[config.mk]
export PLATFORM = sky130hd
export DESIGN_NAME = rbe_blit_engine
export DESIGN_NICKNAME = d
export VERILOG_FILES = /design/src/rtl/rbe_pkg.sv /design/src/rtl/rbe_param_regs.sv /design/src/rtl/rbe_walker.sv /design/src/rtl/rbe_blit_engine.sv
export SDC_FILE = /design/constraint.sdc
export NUM_CORES = 1
export LEC_CHECK = 0
export ABC_AREA = 1
export ABC_CLOCK_PERIOD_IN_PS = 3400
export BUFFER_PORTS_ARGS = -buffer_cell sky130_fd_sc_hd__clkbuf_2
export CORE_AREA = 2 2 186 188
export DETAILED_ROUTE_END_ITERATION = 10
export DIE_AREA = 0 0 188 190
export PLACE_DENSITY = 0.58
export SLEW_MARGIN = 20
export SYNTH_ARGS = -nofsm -noshare
export SYNTH_HDL_FRONTEND = slang
export SYNTH_SLANG_ARGS = --single-unit
[constraint.sdc]
create_clock -name clk -period 3.4 [get_ports clk]
set_clock_uncertainty 0.2 [all_clocks]
set_input_delay 0.68 -clock clk [delete_from_list [all_inputs] [get_ports clk]]
set_output_delay 0.68 -clock clk [all_outputs]
set_load 0.01 [all_outputs]
[src/rtl/rbe_pkg.sv]
package rbe_pkg;
   typedef enum logic [1:0] {
      ST_IDLE = 2'd0,
      ST_FILL = 2'd1,
      ST_CRD  = 2'd2,
      ST_CWR  = 2'd3
   } eng_st_t;

   localparam logic [7:0] OP_FILLCOL = 8'h0B;
   localparam logic [7:0] OP_DSTORG  = 8'h0C;
   localparam logic [7:0] OP_SRCORG  = 8'h0D;
   localparam logic [7:0] OP_WIDM1   = 8'h0E;
   localparam logic [7:0] OP_HGTM1   = 8'h0F;
   localparam logic [7:0] OP_GOCOPY  = 8'h21;
   localparam logic [7:0] OP_GOFILL  = 8'h23;
endpackage

[src/rtl/rbe_param_regs.sv]
module rbe_param_regs
   import rbe_pkg::*;
#(
   parameter int ADDR_W = 24,
   parameter int CNT_W  = 10,
   parameter int PIX_W  = 16
)(
   input  logic              clk,
   input  logic              rst_n,
   input  logic              accept,
   input  logic [31:0]       word,
   output logic [ADDR_W-1:0] dst_org,
   output logic [ADDR_W-1:0] src_org,
   output logic [CNT_W-1:0]  wid_m1,
   output logic [CNT_W-1:0]  hgt_m1,
   output logic [PIX_W-1:0]  colour,
   output logic              go_fill,
   output logic              go_copy
);
   localparam int OPND_W = 24;

   generate
      if (ADDR_W > OPND_W || ADDR_W < CNT_W + 3) begin : g_bad_addr
         $error("rbe_param_regs: ADDR_W out of range");
      end
      if (PIX_W > OPND_W || CNT_W > 16) begin : g_bad_field
         $error("rbe_param_regs: field width out of range");
      end
   endgenerate

   logic [7:0] opc;
   logic       known;
   assign opc     = word[31:24];
   assign go_fill = accept && (opc == OP_GOFILL);
   assign go_copy = accept && (opc == OP_GOCOPY);
   assign known   = (opc == OP_FILLCOL) || (opc == OP_DSTORG) || (opc == OP_SRCORG) ||
                    (opc == OP_WIDM1) || (opc == OP_HGTM1);

   always_ff @(posedge clk) begin
      if (!rst_n) begin
         dst_org <= '0;
         src_org <= '0;
         wid_m1  <= '0;
         hgt_m1  <= '0;
         colour  <= '0;
      end else if (accept) begin
         case (opc)
            OP_DSTORG:  dst_org <= {word[ADDR_W-1:1], 1'b0};
            OP_SRCORG:  src_org <= {word[ADDR_W-1:1], 1'b0};
            OP_WIDM1:   wid_m1  <= word[CNT_W-1:0];
            OP_HGTM1:   hgt_m1  <= word[CNT_W-1:0];
            OP_FILLCOL: colour  <= word[PIX_W-1:0];
            default: ;
         endcase
      end
   end

   // a word that loads no parameter leaves every parameter as it was
   a_r10_unknown_keeps: assert property (@(posedge clk) disable iff (!rst_n)
      (accept && !known) |=> ($stable(dst_org) && $stable(src_org) && $stable(wid_m1) &&
                              $stable(hgt_m1) && $stable(colour)));
   // origins are always even
   a_r2_even_origin: assert property (@(posedge clk) disable iff (!rst_n)
      !dst_org[0] && !src_org[0]);
endmodule

[src/rtl/rbe_walker.sv]
module rbe_walker #(
   parameter int ADDR_W = 24,
   parameter int CNT_W  = 10
)(
   input  logic              clk,
   input  logic              rst_n,
   input  logic              start,
   input  logic              step,
   input  logic [ADDR_W-1:0] dst_base,
   input  logic [ADDR_W-1:0] src_base,
   input  logic [CNT_W-1:0]  wid_m1,
   input  logic [CNT_W-1:0]  hgt_m1,
   input  logic [CNT_W:0]    line_px,
   output logic [ADDR_W-1:0] dst_addr,
   output logic [ADDR_W-1:0] src_addr,
   output logic              last
);
   logic [CNT_W-1:0]  xpos, ypos;
   logic [ADDR_W-1:0] drow, srow, pitch_b, xoff_b;
   logic              row_end;

   assign pitch_b  = ADDR_W'({line_px, 1'b0});
   assign xoff_b   = ADDR_W'({xpos, 1'b0});
   assign dst_addr = drow + xoff_b;
   assign src_addr = srow + xoff_b;
   assign row_end  = (xpos == wid_m1);
   assign last     = row_end && (ypos == hgt_m1);

   always_ff @(posedge clk) begin
      if (!rst_n) begin
         xpos <= '0;
         ypos <= '0;
         drow <= '0;
         srow <= '0;
      end else if (start) begin
         xpos <= '0;
         ypos <= '0;
         drow <= dst_base;
         srow <= src_base;
      end else if (step) begin
         if (row_end) begin
            xpos <= '0;
            ypos <= ypos + 1'b1;
            drow <= drow + pitch_b;
            srow <= srow + pitch_b;
         end else begin
            xpos <= xpos + 1'b1;
         end
      end
   end

   // within a row the next pixel sits two bytes further on
   a_r7_step_right: assert property (@(posedge clk) disable iff (!rst_n)
      (step && !start && !row_end) |=> (dst_addr == $past(dst_addr) + ADDR_W'(2)));
   // a row wrap moves back to the row start plus one pitch
   a_r7_row_wrap: assert property (@(posedge clk) disable iff (!rst_n)
      (step && !start && row_end && !last) |=> (dst_addr == $past(drow) + pitch_b));
endmodule

[src/rtl/rbe_blit_engine.sv]
module rbe_blit_engine
   import rbe_pkg::*;
#(
   parameter int ADDR_W = 24,
   parameter int CNT_W  = 10,
   parameter int PIX_W  = 16
)(
   input  logic              clk,
   input  logic              rst_n,
   input  logic [CNT_W:0]    line_px,
   input  logic              cmd_valid,
   input  logic [31:0]       cmd_word,
   output logic              cmd_ready,
   output logic              busy,
   output logic              done,
   output logic              mem_rd_en,
   output logic [ADDR_W-1:0] mem_rd_addr,
   input  logic [PIX_W-1:0]  mem_rd_data,
   output logic              mem_wr_en,
   output logic [ADDR_W-1:0] mem_wr_addr,
   output logic [PIX_W-1:0]  mem_wr_data
);
   eng_st_t           st;
   logic              accept, go_fill, go_copy, step, last;
   logic [ADDR_W-1:0] dst_org, src_org, dst_addr, src_addr;
   logic [CNT_W-1:0]  wid_m1, hgt_m1;
   logic [PIX_W-1:0]  colour;
   logic              done_q;

   assign cmd_ready = (st == ST_IDLE);
   assign accept    = cmd_valid && cmd_ready;
   assign busy      = (st != ST_IDLE);
   assign done      = done_q;
   assign step      = (st == ST_FILL) || (st == ST_CWR);

   rbe_param_regs #(.ADDR_W(ADDR_W), .CNT_W(CNT_W), .PIX_W(PIX_W)) u_regs (
      .clk(clk), .rst_n(rst_n), .accept(accept), .word(cmd_word),
      .dst_org(dst_org), .src_org(src_org), .wid_m1(wid_m1), .hgt_m1(hgt_m1),
      .colour(colour), .go_fill(go_fill), .go_copy(go_copy)
   );

   rbe_walker #(.ADDR_W(ADDR_W), .CNT_W(CNT_W)) u_walk (
      .clk(clk), .rst_n(rst_n), .start(go_fill || go_copy), .step(step),
      .dst_base(dst_org), .src_base(src_org), .wid_m1(wid_m1), .hgt_m1(hgt_m1),
      .line_px(line_px), .dst_addr(dst_addr), .src_addr(src_addr), .last(last)
   );

   always_ff @(posedge clk) begin
      if (!rst_n) begin
         st     <= ST_IDLE;
         done_q <= 1'b0;
      end else begin
         done_q <= step && last;
         case (st)
            ST_IDLE: begin
               if (go_fill)      st <= ST_FILL;
               else if (go_copy) st <= ST_CRD;
            end
            ST_FILL: if (last) st <= ST_IDLE;
            ST_CRD:  st <= ST_CWR;
            ST_CWR:  st <= last ? ST_IDLE : ST_CRD;
            default: st <= ST_IDLE;
         endcase
      end
   end

   assign mem_rd_en   = (st == ST_CRD);
   assign mem_rd_addr = src_addr;
   assign mem_wr_en   = step;
   assign mem_wr_addr = dst_addr;
   assign mem_wr_data = (st == ST_FILL) ? colour : mem_rd_data;

   // completion pulse coincides with busy low and lasts one cycle
   a_r8_done_idle: assert property (@(posedge clk) disable iff (!rst_n)
      done |-> !busy);
   a_r8_done_single: assert property (@(posedge clk) disable iff (!rst_n)
      done |=> !done);
   // every copy write is preceded by its source read
   a_r6_read_before_write: assert property (@(posedge clk) disable iff (!rst_n)
      (st == ST_CWR) |-> $past(mem_rd_en));
   // no command is taken during an operation
   a_r11_no_accept_busy: assert property (@(posedge clk) disable iff (!rst_n)
      (busy && cmd_valid) |=> $stable(dst_org) && $stable(colour) && $stable(wid_m1));
   // write addresses stay even
   a_r7_even_write: assert property (@(posedge clk) disable iff (!rst_n)
      mem_wr_en |-> !mem_wr_addr[0]);
endmodule

==> flow_metrics.tcl <==
set metrics [dict create \
    synth_top_cell_by_area "dfxtp_1" \
    peakVddDrop_mv 0.248 \
    hold_ws_ns 0.275 \
    track_usage_pct 18.1 \
    rsz0062_at_grt "true" \
    tightest_slew_ns 0.930 \
    max_freq_mhz 302 \
    pre_cts_ws_ns 0.163 \
    fin_nets 1801 \
    h-tree-depth 4 \
    avgSynthCellArea_sq_um 6.38 \
    ys_seq_area_share_pct 30.1 \
    avgRoutedWirePerCell_um 15.1 \
    io_pins 131 \
    vias_per_cell 4.72 \
    grt_pass1_vias 9250 \
    wl_um 32600 \
    grt_pass1_wl_um 50500 \
    cts_max_path_buffers 2 \
    syn_area_sq_mm 0.0100 \
    drt-pass1-iter-count 6 \
    drc 0 \
    status "finished clean" \
    synth_area_leaders "dfxtp_1 (30%), nand2_1 (18%), a21oi_1 (7.3%)" \
    total_power_mw 3.86 \
    layout-drive-gt1-share_pct 14.7 \
    drv_slew 0 \
    finalSetupTns_ns 0 \
    placed_area_sq_mm 0.0111 \
    dr_total_vias 10200 \
    synth_cells 1572 \
    cts_tree "done" \
    fin_cells 2159 \
    timing.rr.end "u_walk.srow[21]" \
    hold_viol_final 0 \
    synth_top_area_share_pct 30.1 \
    total_leakage_power_nw 5.76 \
    syn_to_final_growth_pct 18.5 \
    min_from "u_walk.ypos[9]" \
    critPathMaxFanout 7 \
    cts.sinks 151 \
    ys_top_cells_by_count "nand2_1 (485), inv_1 (187), dfxtp_1 (151)" \
    post-route-min-period_ns 3.31 \
    die_h_um 190 \
    cts-root-buf "clkbuf_16" \
    dp.cells 2123 \
    async_reset_ff_share_pct 0 \
    numCtsBuffers 17 \
    crit_type "flip-flop to primary output" \
    post-dp-hpwl_um 25000 \
    synth_most_common_cell "nand2_1" \
    design_area_sq_mm 0.0119 \
    r2r_cells 12 \
    slew_headroom_pct 38.0 \
    clkSlewWorstSetupHoldPaths_ns 0.08 \
    fill_cells 3687 \
    layout_setup_ws_ns 0.0873 \
    ant_nets 0 \
    initial_core_util_pct 29.5 \
    powerDensity_mw_per_mm2 325 \
    die_x_um 188 \
    yosys.cell_types.count 44 \
    min_path_cells 2 \
    place_congestion 0.915 \
    r2r_start "u_walk.srow[1]" \
    holdPathEnd "u_walk.ypos[9]" \
    drtIter0Drc 756 \
    critPathArrivalTime_ns 2.43 \
    synth-edff-count 0 \
    grt.overflow.total 0 \
    yosys_warnings 0 \
    holdCritPathClass "flip-flop to flip-flop" \
    worst_skew_pair.late_latency_ns 0.44 \
    die_area_sq_mm 0.0357 \
    fin_util_pct 35.0 \
    setup-violations-final 0 \
    antenna_found_initial 1 \
    grt_max_degree 102 \
    period_share_pct 97.4 \
    synthFlopType "dfxtp_1" \
    rows 68 \
    startpoint_type "flip-flop" \
    port_buffers 128 \
    maxCapViolations 0 \
    ys_seq_elements 151 \
    core_sq_mm 0.0339 \
    worstPathRequired_ns 2.52 \
    rrSetupSlack_ns 0.91 \
    end_kind "primary output" \
]
-- cell type report --
class                   count  area, sq um  area share (%)
inverters                 197          744            6.27
diodes                      1         2.50          0.0211
repair buffers            151          813            6.85
clock inverters            14          135            1.14
multi-input cells        1173         6150            51.8
clock buffers              17          425            3.58
flip-flops and latches    151         3040            25.6
well taps                 455          569            4.79
-- layout by cell type, fill, tap and decap left out, types with 7 or more instances in the layout --
| cell | netlist | final |
|---|---|---|
| nor3_1 | 21 | 19 |
| xnor2_1 | 20 | 20 |
| inv_1 | 187 | 185 |
| nand3_1 | 115 | 115 |
| o21ai_1 | 5 | 7 |
| dfxtp_2 | 0 | 9 |
| ha_1 | 44 | 37 |
| o21ai_0 | 111 | 106 |
| nand3b_1 | 9 | 9 |
| inv_2 | 7 | 9 |
| a21oi_1 | 146 | 143 |
| nand2_1 | 485 | 484 |
| clkbuf_2 | 0 | 127 |
| clkbuf_16 | 0 | 17 |
| nor2_1 | 103 | 97 |
| xor2_1 | 54 | 53 |
| nor2_2 | 3 | 8 |
| buf_4 | 7 | 23 |
| dfxtp_1 | 151 | 141 |
-- cells by family (layout without fill, tap and decap cells) --
group | Yosys count | after routing | synth area share [%]
AND/OR/NAND/NOR | 767 | 767 | 32.2
other | 1 | 3 | 0.0374
adder cells (fa/ha/maj) | 48 | 48 | 6.29
XOR/XNOR | 74 | 74 | 6.46
buffers and inverters | 249 | 379 | 10.3
AO/OA/AOI/OAI | 282 | 282 | 14.5
flip-flops | 151 | 151 | 30.1
-- power breakdown --
group	switching (mW)	leakage, nW	internal [mW]
logic	0.168	4.27	0.0835
clock network	0.863	0.276	0.967
registers	0.00442	1.22	1.77
total	1.03	5.76	2.82
-- flip-flops by register name, summed over array words and instances (netlist names) --
signal,count
u_walk.srow,23
u_regs.wid_m1,10
u_regs.hgt_m1,10
u_regs.colour,16
u_walk.ypos,10
done,1
u_regs.src_org,23
u_walk.xpos,10
u_regs.dst_org,23
st,2
u_walk.drow,23
-- critical path, cell delays in order, from the launching register on --
cell,delay [ns]
dfxtp_2,0.45
ha_1,0.31
a21oi_1,0.24
o21ai_1,0.15
a21oi_1,0.27
nand2_1,0.10
xor2_1,0.27
clkbuf_2,0.20
-- repair_timing --
item / in CTS / in global routing
pin swaps: 1 / 8
gates resized for setup: 15 / 39
hold buffers: 0 / 0
gates cloned: 0 / 0
setup endpoints to repair: 23 / 25
buffers inserted: 0 / 4
-- layer usage --
metal	GRT usage (%)	vias up	part of all wire, %
met5	0	-	0
met1	25.9	4627	49
li1	-	5263	-
met3	2.84	33	5.7
met4	5.88	0	1.8
met2	27.8	277	43
-- worst max path at each step --
| stage | startpoint | to | slack (ns) | depth (start not counted) |
|---|---|---|---|---|
| global route | u_walk.xpos[6] | mem_rd_addr[19] | -0.01 | 8 |
| finish | u_walk.xpos[7] | mem_rd_addr[11] | 0.09 | 7 |
| floorplan | u_walk.xpos[0] | mem_wr_addr[17] | 0.55 | 8 |
| global placement | u_walk.srow[1] | mem_rd_addr[23] | 0.18 | 10 |
| detailed placement | u_walk.xpos[3] | mem_rd_addr[23] | 0.16 | 7 |
| CTS | u_walk.srow[1] | mem_rd_addr[9] | -0.02 | 10 |
No activity file was read; power rests on OpenSTA's default activity.
